**src/rtl/bpf_pkg.sv**
```systemverilog
package bpf_pkg;
  typedef enum logic [1:0] {
    CFG_FILTER = 2'd0,
    CFG_MAP_A  = 2'd1,
    CFG_MAP_B  = 2'd2,
    CFG_MASK   = 2'd3
  } cfg_sel_e;

  localparam int NUM_HASH = 2;
endpackage

```
**src/rtl/bpf_hash.sv**
```systemverilog
module bpf_hash #(
  parameter int KEY_W   = 9,
  parameter int IDX_W   = 7,
  parameter int VARIANT = 0,
  parameter int MULT    = 77,
  parameter int MULT_W  = 8
) (
  input  logic [KEY_W-1:0] key,
  output logic [IDX_W-1:0] idx
);
  localparam int PW = KEY_W + MULT_W;

  logic [KEY_W-1:0] fold;
  assign fold = key >> IDX_W;

  generate
    if (VARIANT == 0) begin : g_xor_fold
      assign idx = IDX_W'(key ^ fold);
    end else begin : g_mult_fold
      logic [PW-1:0] prod;
      assign prod = PW'(key) * PW'(MULT);
      assign idx  = IDX_W'(prod + PW'(fold));
    end
  endgenerate
endmodule

```
**src/rtl/bpf_filter_bits.sv**
```systemverilog
module bpf_filter_bits #(
  parameter int FILTER_BITS = 128,
  parameter int NRD         = 2,
  localparam int IDX_W      = $clog2(FILTER_BITS)
) (
  input  logic             clk,
  input  logic             rst,
  input  logic             we,
  input  logic [IDX_W-1:0] waddr,
  input  logic             wbit,
  input  logic [IDX_W-1:0] raddr [NRD],
  output logic             rbit  [NRD]
);
  logic [FILTER_BITS-1:0] bits_q;

  always_ff @(posedge clk) begin
    if (rst) begin
      bits_q <= '0;
    end else if (we) begin
      bits_q[waddr] <= wbit;
    end
  end

  generate
    for (genvar g = 0; g < NRD; g++) begin : g_rd
      assign rbit[g] = bits_q[raddr[g]];
    end
  endgenerate

  // a write lands in the addressed bit by the next cycle
  a_r10_bit_written: assert property (@(posedge clk) disable iff (rst)
    we |=> bits_q[$past(waddr)] == $past(wbit));
endmodule

```
**src/rtl/bpf_map_ram.sv**
```systemverilog
module bpf_map_ram #(
  parameter int DEPTH  = 128,
  parameter int WIDTH  = 4,
  localparam int AW    = $clog2(DEPTH)
) (
  input  logic             clk,
  input  logic             we,
  input  logic [AW-1:0]    waddr,
  input  logic [WIDTH-1:0] wdata,
  input  logic             re,
  input  logic [AW-1:0]    raddr,
  output logic [WIDTH-1:0] rdata
);
  logic [WIDTH-1:0] mem [DEPTH];

  always_ff @(posedge clk) begin
    if (we) begin
      mem[waddr] <= wdata;
    end
  end

  always_ff @(posedge clk) begin
    if (re) begin
      rdata <= mem[raddr];
    end
  end
endmodule

```
**src/rtl/bloom_tsel_prefilter.sv**
```systemverilog
module bloom_tsel_prefilter
  import bpf_pkg::*;
#(
  parameter int KEY_W       = 9,
  parameter int FILTER_BITS = 128,
  parameter int TABLES      = 4,
  parameter int HASH2_MULT  = 77,
  localparam int IDX_W      = $clog2(FILTER_BITS)
) (
  input  logic              clk,
  input  logic              rst,
  input  logic              cfg_we,
  input  logic [1:0]        cfg_sel,
  input  logic [IDX_W-1:0]  cfg_addr,
  input  logic [TABLES-1:0] cfg_wdata,
  input  logic              in_valid,
  output logic              in_ready,
  input  logic [KEY_W-1:0]  in_key,
  output logic              out_valid,
  input  logic              out_ready,
  output logic              out_hit,
  output logic [TABLES-1:0] out_tsel
);
  // Pipeline control: the whole pipe advances together
  logic advance;
  logic accept;

  assign advance  = !out_valid || out_ready;
  assign in_ready = advance && !cfg_we;
  assign accept   = in_valid && in_ready;

  // Hash indices
  logic [IDX_W-1:0] hidx [NUM_HASH];

  generate
    for (genvar g = 0; g < NUM_HASH; g++) begin : g_hash
      bpf_hash #(
        .KEY_W  (KEY_W),
        .IDX_W  (IDX_W),
        .VARIANT(g),
        .MULT   (HASH2_MULT)
      ) u_hash (
        .key(in_key),
        .idx(hidx[g])
      );
    end
  endgenerate

  // Bloom filter bit vector
  logic fbit [NUM_HASH];
  logic filt_we;

  assign filt_we = cfg_we && (cfg_sel == CFG_FILTER);

  bpf_filter_bits #(
    .FILTER_BITS(FILTER_BITS),
    .NRD        (NUM_HASH)
  ) u_filter (
    .clk  (clk),
    .rst  (rst),
    .we   (filt_we),
    .waddr(cfg_addr),
    .wbit (cfg_wdata[0]),
    .raddr(hidx),
    .rbit (fbit)
  );

  logic probe_hit;
  assign probe_hit = fbit[0] && fbit[1];

  // Bitmap stores: read only when the probe hits
  logic [TABLES-1:0] map_q [NUM_HASH];
  logic              map_re;

  assign map_re = accept && probe_hit;

  generate
    for (genvar g = 0; g < NUM_HASH; g++) begin : g_map
      logic map_we;
      assign map_we = cfg_we && (cfg_sel == (2'(g) + CFG_MAP_A));

      bpf_map_ram #(
        .DEPTH(FILTER_BITS),
        .WIDTH(TABLES)
      ) u_map (
        .clk  (clk),
        .we   (map_we),
        .waddr(cfg_addr),
        .wdata(cfg_wdata),
        .re   (map_re),
        .raddr(hidx[g]),
        .rdata(map_q[g])
      );
    end
  endgenerate

  // Wildcard mask
  logic [TABLES-1:0] mask_q;

  always_ff @(posedge clk) begin
    if (rst) begin
      mask_q <= '0;
    end else if (cfg_we && (cfg_sel == CFG_MASK)) begin
      mask_q <= cfg_wdata;
    end
  end

  // Stage A: probe result and mask snapshot
  logic              a_valid;
  logic              a_hit;
  logic [TABLES-1:0] a_mask;

  always_ff @(posedge clk) begin
    if (rst) begin
      a_valid <= 1'b0;
      a_hit   <= 1'b0;
      a_mask  <= '0;
    end else if (advance) begin
      a_valid <= accept;
      if (accept) begin
        a_hit  <= probe_hit;
        a_mask <= mask_q;
      end
    end
  end

  // Stage B: combine and register outputs
  logic [TABLES-1:0] both_maps;
  logic [TABLES-1:0] tsel_next;

  always_comb begin
    both_maps = map_q[0];
    for (int i = 1; i < NUM_HASH; i++) begin
      both_maps = both_maps & map_q[i];
    end
    tsel_next = a_hit ? (both_maps | a_mask) : a_mask;
  end

  always_ff @(posedge clk) begin
    if (rst) begin
      out_valid <= 1'b0;
      out_hit   <= 1'b0;
      out_tsel  <= '0;
    end else if (advance) begin
      out_valid <= a_valid;
      if (a_valid) begin
        out_hit  <= a_hit;
        out_tsel <= tsel_next;
      end
    end
  end

  // no query enters in a host write cycle
  a_r6_no_accept_on_write: assert property (@(posedge clk) disable iff (rst)
    cfg_we |-> !accept);

  // a stalled result holds steady
  a_r8_hold_stable: assert property (@(posedge clk) disable iff (rst)
    (out_valid && !out_ready) |=> (out_valid && $stable(out_tsel) && $stable(out_hit)));

  // no intake while the output is stalled
  a_r8_no_intake_stalled: assert property (@(posedge clk) disable iff (rst)
    (out_valid && !out_ready) |-> !in_ready);

  // a new result follows an occupied first stage
  a_r7_result_from_stage: assert property (@(posedge clk) disable iff (rst)
    $rose(out_valid) |-> $past(a_valid));
endmodule

```
**config.mk**
```make
export PLATFORM = sky130hd
export DESIGN_NAME = bloom_tsel_prefilter
export DESIGN_NICKNAME = d
export VERILOG_FILES = /design/src/rtl/bpf_pkg.sv /design/src/rtl/bpf_hash.sv /design/src/rtl/bpf_filter_bits.sv /design/src/rtl/bpf_map_ram.sv /design/src/rtl/bloom_tsel_prefilter.sv
export SDC_FILE = /design/constraint.sdc
export NUM_CORES = 1
export LEC_CHECK = 0
export ABC_CLOCK_PERIOD_IN_PS = 12200
export BUFFER_PORTS_ARGS = -buffer_cell sky130_fd_sc_hd__buf_2
export CAP_MARGIN = 10
export CORE_MARGIN = 2
export CORE_UTILIZATION = 40
export DETAILED_ROUTE_END_ITERATION = 8
export REMOVE_ABC_BUFFERS = 1
export SYNTH_ARGS = -nofsm -noshare
export SYNTH_HDL_FRONTEND = slang
export SYNTH_SLANG_ARGS = --single-unit
```
**constraint.sdc**
```tcl
create_clock -name clk -period 12.2 [get_ports clk]
set_input_delay 1.83 -clock clk [delete_from_list [all_inputs] [get_ports clk]]
set_output_delay 1.83 -clock clk [all_outputs]
set_load 0.02 [all_outputs]
```
==> results.json <==
{
  "status": "finished clean",
  "cts_resized": 0,
  "pre_cts_ws_ns": 5.322,
  "p_per_area_nw_per_um2": 165.5,
  "synth_mux_area_share_pct": 18.88,
  "fin_skew_ns": 0.01994,
  "p_leak_nw": 16.56,
  "yosysSeqAreaShare_pct": 69.50,
  "hold_violations": 0,
  "intPower_mw": 6.959,
  "ir_drop_mv": 0.1359,
  "cap_violations": 0,
  "initial_utilization_pct": 40.15,
  "hold_end": "a_mask[0]",
  "reg2reg_slack_ns": 9.29,
  "area_growth_pct": 11.69,
  "use_met3_pct": 3.530,
  "synth_edf_count": 1032,
  "fillCellCount": 10360,
  "fin_util_pct": 44.84,
  "finalNetCount": 2816,
  "max-slew-margin-rel_pct": 14.78,
  "crit_arrival_ns": 6.52,
  "dieHeight_um": 353.1,
  "comb_power_share_pct": 10.3,
  "cts_tree": "built",
  "critPathMaxFanout": 44,
  "avgViaCountPerCell": 5.879,
  "dr.pass1.iters": 8,
  "hpwl_um": 73840,
  "cts_max_path_buffers": 3,
  "overflow": 0,
  "synth.distinct_cells": 58,
  "async_reset_ff_share_pct": 0,
  "wirelength_um": 122100,
  "cts.root.buffer_cell": "clkbuf_16",
  "rr_startpoint": "out_valid",
  "worstSetupPathType": "in2reg",
  "final_area_um2": 54440,
  "synth_flop_cell": "edfxtp_1",
  "synth_fa_ha_area_share_pct": 0.4672,
  "clk_latency_ns": 0.69,
  "r2r_end": "g_map[0].u_map.rdata[2]",
  "worst_slew_pin_slew_ns": 1.277,
  "syn_inst": 2777,
  "rows": 128,
  "antenna_found_initial": 11,
  "track_usage_pct": 19.42,
  "grt_first_pass_wirelength_um": 181400,
  "synth-compound-area-share_pct": 3.553,
  "synthXorXnorAreaFrac_pct": 0.1977,
  "grt_pass1_vias": 26940,
  "dp.cells": 4279,
  "hold_depth": 2,
  "grt_max_degree": 229,
  "core-area_um2": 121400,
  "avgSynthCellArea_um2": 17.55,
  "worst_ep_required_time_ns": 12.51,
  "max_freq_mhz": 160.8,
  "worst_setup_path_end_kind": "register",
  "rsz0062_at_grt": "false",
  "worst-r2r-cell-count": 7,
  "setup_violations": 0,
  "first_iter_violations": 3109,
  "io_pins": 34,
  "clkTransAtPathRegs_ns": 0.06,
  "cts_inserted_buffers": 115,
  "cp-start-kind": "primary input",
  "drive_gt1_share_pct": 23.29,
  "ant_nets": 0,
  "cts.htree.levels": 3,
  "seqPwrFrac_pct": 48.7,
  "use_met1_pct": 26.60,
  "fp.dieW_um": 353.1,
  "die_area_um2": 124700,
  "routed-via-count": 26460,
  "final.setup.worst_slack_ns": 5.983,
  "period_needed_ns": 6.217,
  "drc_errors": 0,
  "finalNonFillerCells": 4501,
  "syn_area_um2": 48740,
  "switchingPower_mw": 2.048,
  "multi_input_area_um2": 13920,
  "gp_congestion": 0.8750,
  "synth_top_family_by_area": "multiplexers",
  "postPlaceCellArea_um2": 50480,
  "met2_usage_pct": 31.69,
  "post_cts_buffers": 0,
  "yosys.area_share.simple_pct": 5.294,
  "register_area_um2": 33870,
  "p_sw_share_pct": 22.74,
  "period_share_pct": 50.96,
  "p_clk_share_pct": 41.0,
  "finalMaxSlewViolations": 0,
  "cts.sinks": 1176,
  "yosysWarnings": 0,
  "port_buffers": 33,
  "hp-class": "reg2reg",
  "hold_buffers": 0,
  "yosys_register_bits": 1176,
  "top_usage_layer": "met2",
  "wl_per_cell_um": 27.12,
  "worstHoldStart": "a_mask[0]"
}
-- Yosys cell counts (all sizes together) (2+ instances only) --
| cell | n | area, um2 |
|---|---|---|
| a211oi | 6 | 45.04 |
| a21oi | 146 | 730.7 |
| a221oi | 5 | 43.79 |
| a22o | 4 | 35.03 |
| a31oi | 5 | 31.28 |
| and3 | 5 | 32.53 |
| and3b | 3 | 26.28 |
| buf | 80 | 486.7 |
| clkbuf | 130 | 501.7 |
| dfxtp | 144 | 2883 |
| edfxtp | 1032 | 30990 |
| fa | 2 | 40.04 |
| ha | 15 | 187.7 |
| inv | 10 | 37.54 |
| mux2 | 11 | 123.9 |
| mux2i | 51 | 510.5 |
| mux4 | 380 | 8569 |
| nand2 | 82 | 307.8 |
| nand2b | 9 | 56.30 |
| nand3 | 140 | 700.7 |
| nand3b | 3 | 22.52 |
| nand4 | 7 | 43.79 |
| nor2 | 300 | 1126 |
| nor2b | 9 | 56.30 |
| nor3 | 16 | 80.08 |
| nor3b | 4 | 30.03 |
| nor4 | 4 | 25.02 |
| o2111ai | 3 | 26.28 |
| o211ai | 2 | 15.01 |
| o21ai | 127 | 635.6 |
| o221ai | 6 | 52.55 |
| o22ai | 4 | 25.02 |
| o31ai | 2 | 15.01 |
| or2 | 3 | 18.77 |
| or3 | 2 | 12.51 |
| or3b | 3 | 26.28 |
| xnor2 | 7 | 61.31 |
| xor2 | 4 | 35.03 |
-- power by group through the flow --
| stage | combinational [mW] | clock [mW] | sequential (mW) |
|---|---|---|---|
| detailed placement | 0.931 | 0 | 4.48 |
| global placement | 0.919 | 0 | 4.48 |
| CTS | 0.934 | 3.75 | 4.39 |
| floorplan | 0.712 | 0 | 4.47 |
| global route | 0.979 | 3.91 | 4.39 |
| finish | 0.924 | 3.69 | 4.39 |
-- layout make-up --
| cell class | instances | area share [%] |
|---|---|---|
| timing repair buffer | 88 | 1.142 |
| tap | 1625 | 3.735 |
| clock inverter | 74 | 1.570 |
| inverter | 10 | 0.06895 |
| sequential | 1176 | 62.22 |
| clock buffer | 143 | 5.673 |
| multi-input combinational | 1381 | 25.57 |
| antenna | 4 | 0.01839 |
-- per-stage QoR --
step / total power [mW] / TNS (ns) / hold WS (ns)
floorplan: 5.186 / -53.22 / 0.4298
global placement: 5.395 / 0 / 0.4548
detailed placement: 5.408 / 0 / 0.4496
CTS: 9.077 / 0 / 0.4591
global route: 9.278 / 0 / 0.4761
finish: 9.007 / 0 / 0.4662
-- logic make-up after synthesis --
group,Yosys count
adder cells (fa/ha/maj),17
multiplexers,442
buffers and inverters,220
AND/OR/NAND/NOR,592
XOR/XNOR,11
flip-flops,1176
AO/OA/AOI/OAI,319
-- worst max-delay path: stages --
cell,delay [ns]
buf_4,0.58
ha_1,0.38
ha_1,0.27
ha_1,0.29
ha_1,0.32
inv_1,0.06
a21oi_1,0.23
or2_2,0.17
buf_4,0.58
mux2_2,0.43
o211ai_1,0.22
o211ai_1,0.14
nor4_2,0.81
-- worst max-delay path by stage --
stage                     startpoint                      end  slack (ns)  cells after the start
after floorplan            in_key[0]  g_map[0].u_map.rdata[0]       -3.59                      8
after global placement     in_key[2]  g_map[1].u_map.rdata[0]        5.34                     13
after detailed placement   in_key[2]  g_map[1].u_map.rdata[1]        5.32                     13
after CTS                  in_key[2]  g_map[1].u_map.rdata[1]        6.04                     13
after global routing       in_key[2]  g_map[0].u_map.rdata[0]        5.67                     13
final                      in_key[2]  g_map[0].u_map.rdata[2]        5.98                     13
-- flip-flops by register name, summed over array words and instances, names as in the netlist --
register / count
u_filter.bits_q: 128
g_map.u_map.rdata: 8
a_mask: 4
out_valid: 1
out_hit: 1
out_tsel: 4
a_hit: 1
g_map.u_map.mem: 1024
a_valid: 1
mask_q: 4
-- routing by layer --
layer / up-vias / share of wire, %
li1: 11170 / -
met1: 13860 / 40
met2: 1179 / 49
met3: 235 / 7.9
met4: 12 / 2.9
met5: - / 0.057
-- cell usage in the layout (no fill, tap or decap), drive strengths merged, types with 3 or more instances in the layout --
cell      instances
a211oi            6
a21oi           146
a221oi            5
a22o              4
a31oi             5
and3              5
and3b             3
buf              88
bufinv           19
clkbuf          143
clkinv           47
clkinvlp          7
dfxtp           144
diode             4
edfxtp         1032
ha               15
inv              11
mux2             11
mux2i            51
mux4            380
nand2            82
nand2b            9
nand3           140
nand3b            3
nand4             7
nor2            300
nor2b             9
nor3             16
nor3b             4
nor4              4
o2111ai           3
o21ai           127
o221ai            6
o22ai             4
or2               3
or3b              3
xnor2             7
xor2              4
Note: power is estimated with default switching activity, not from simulation.
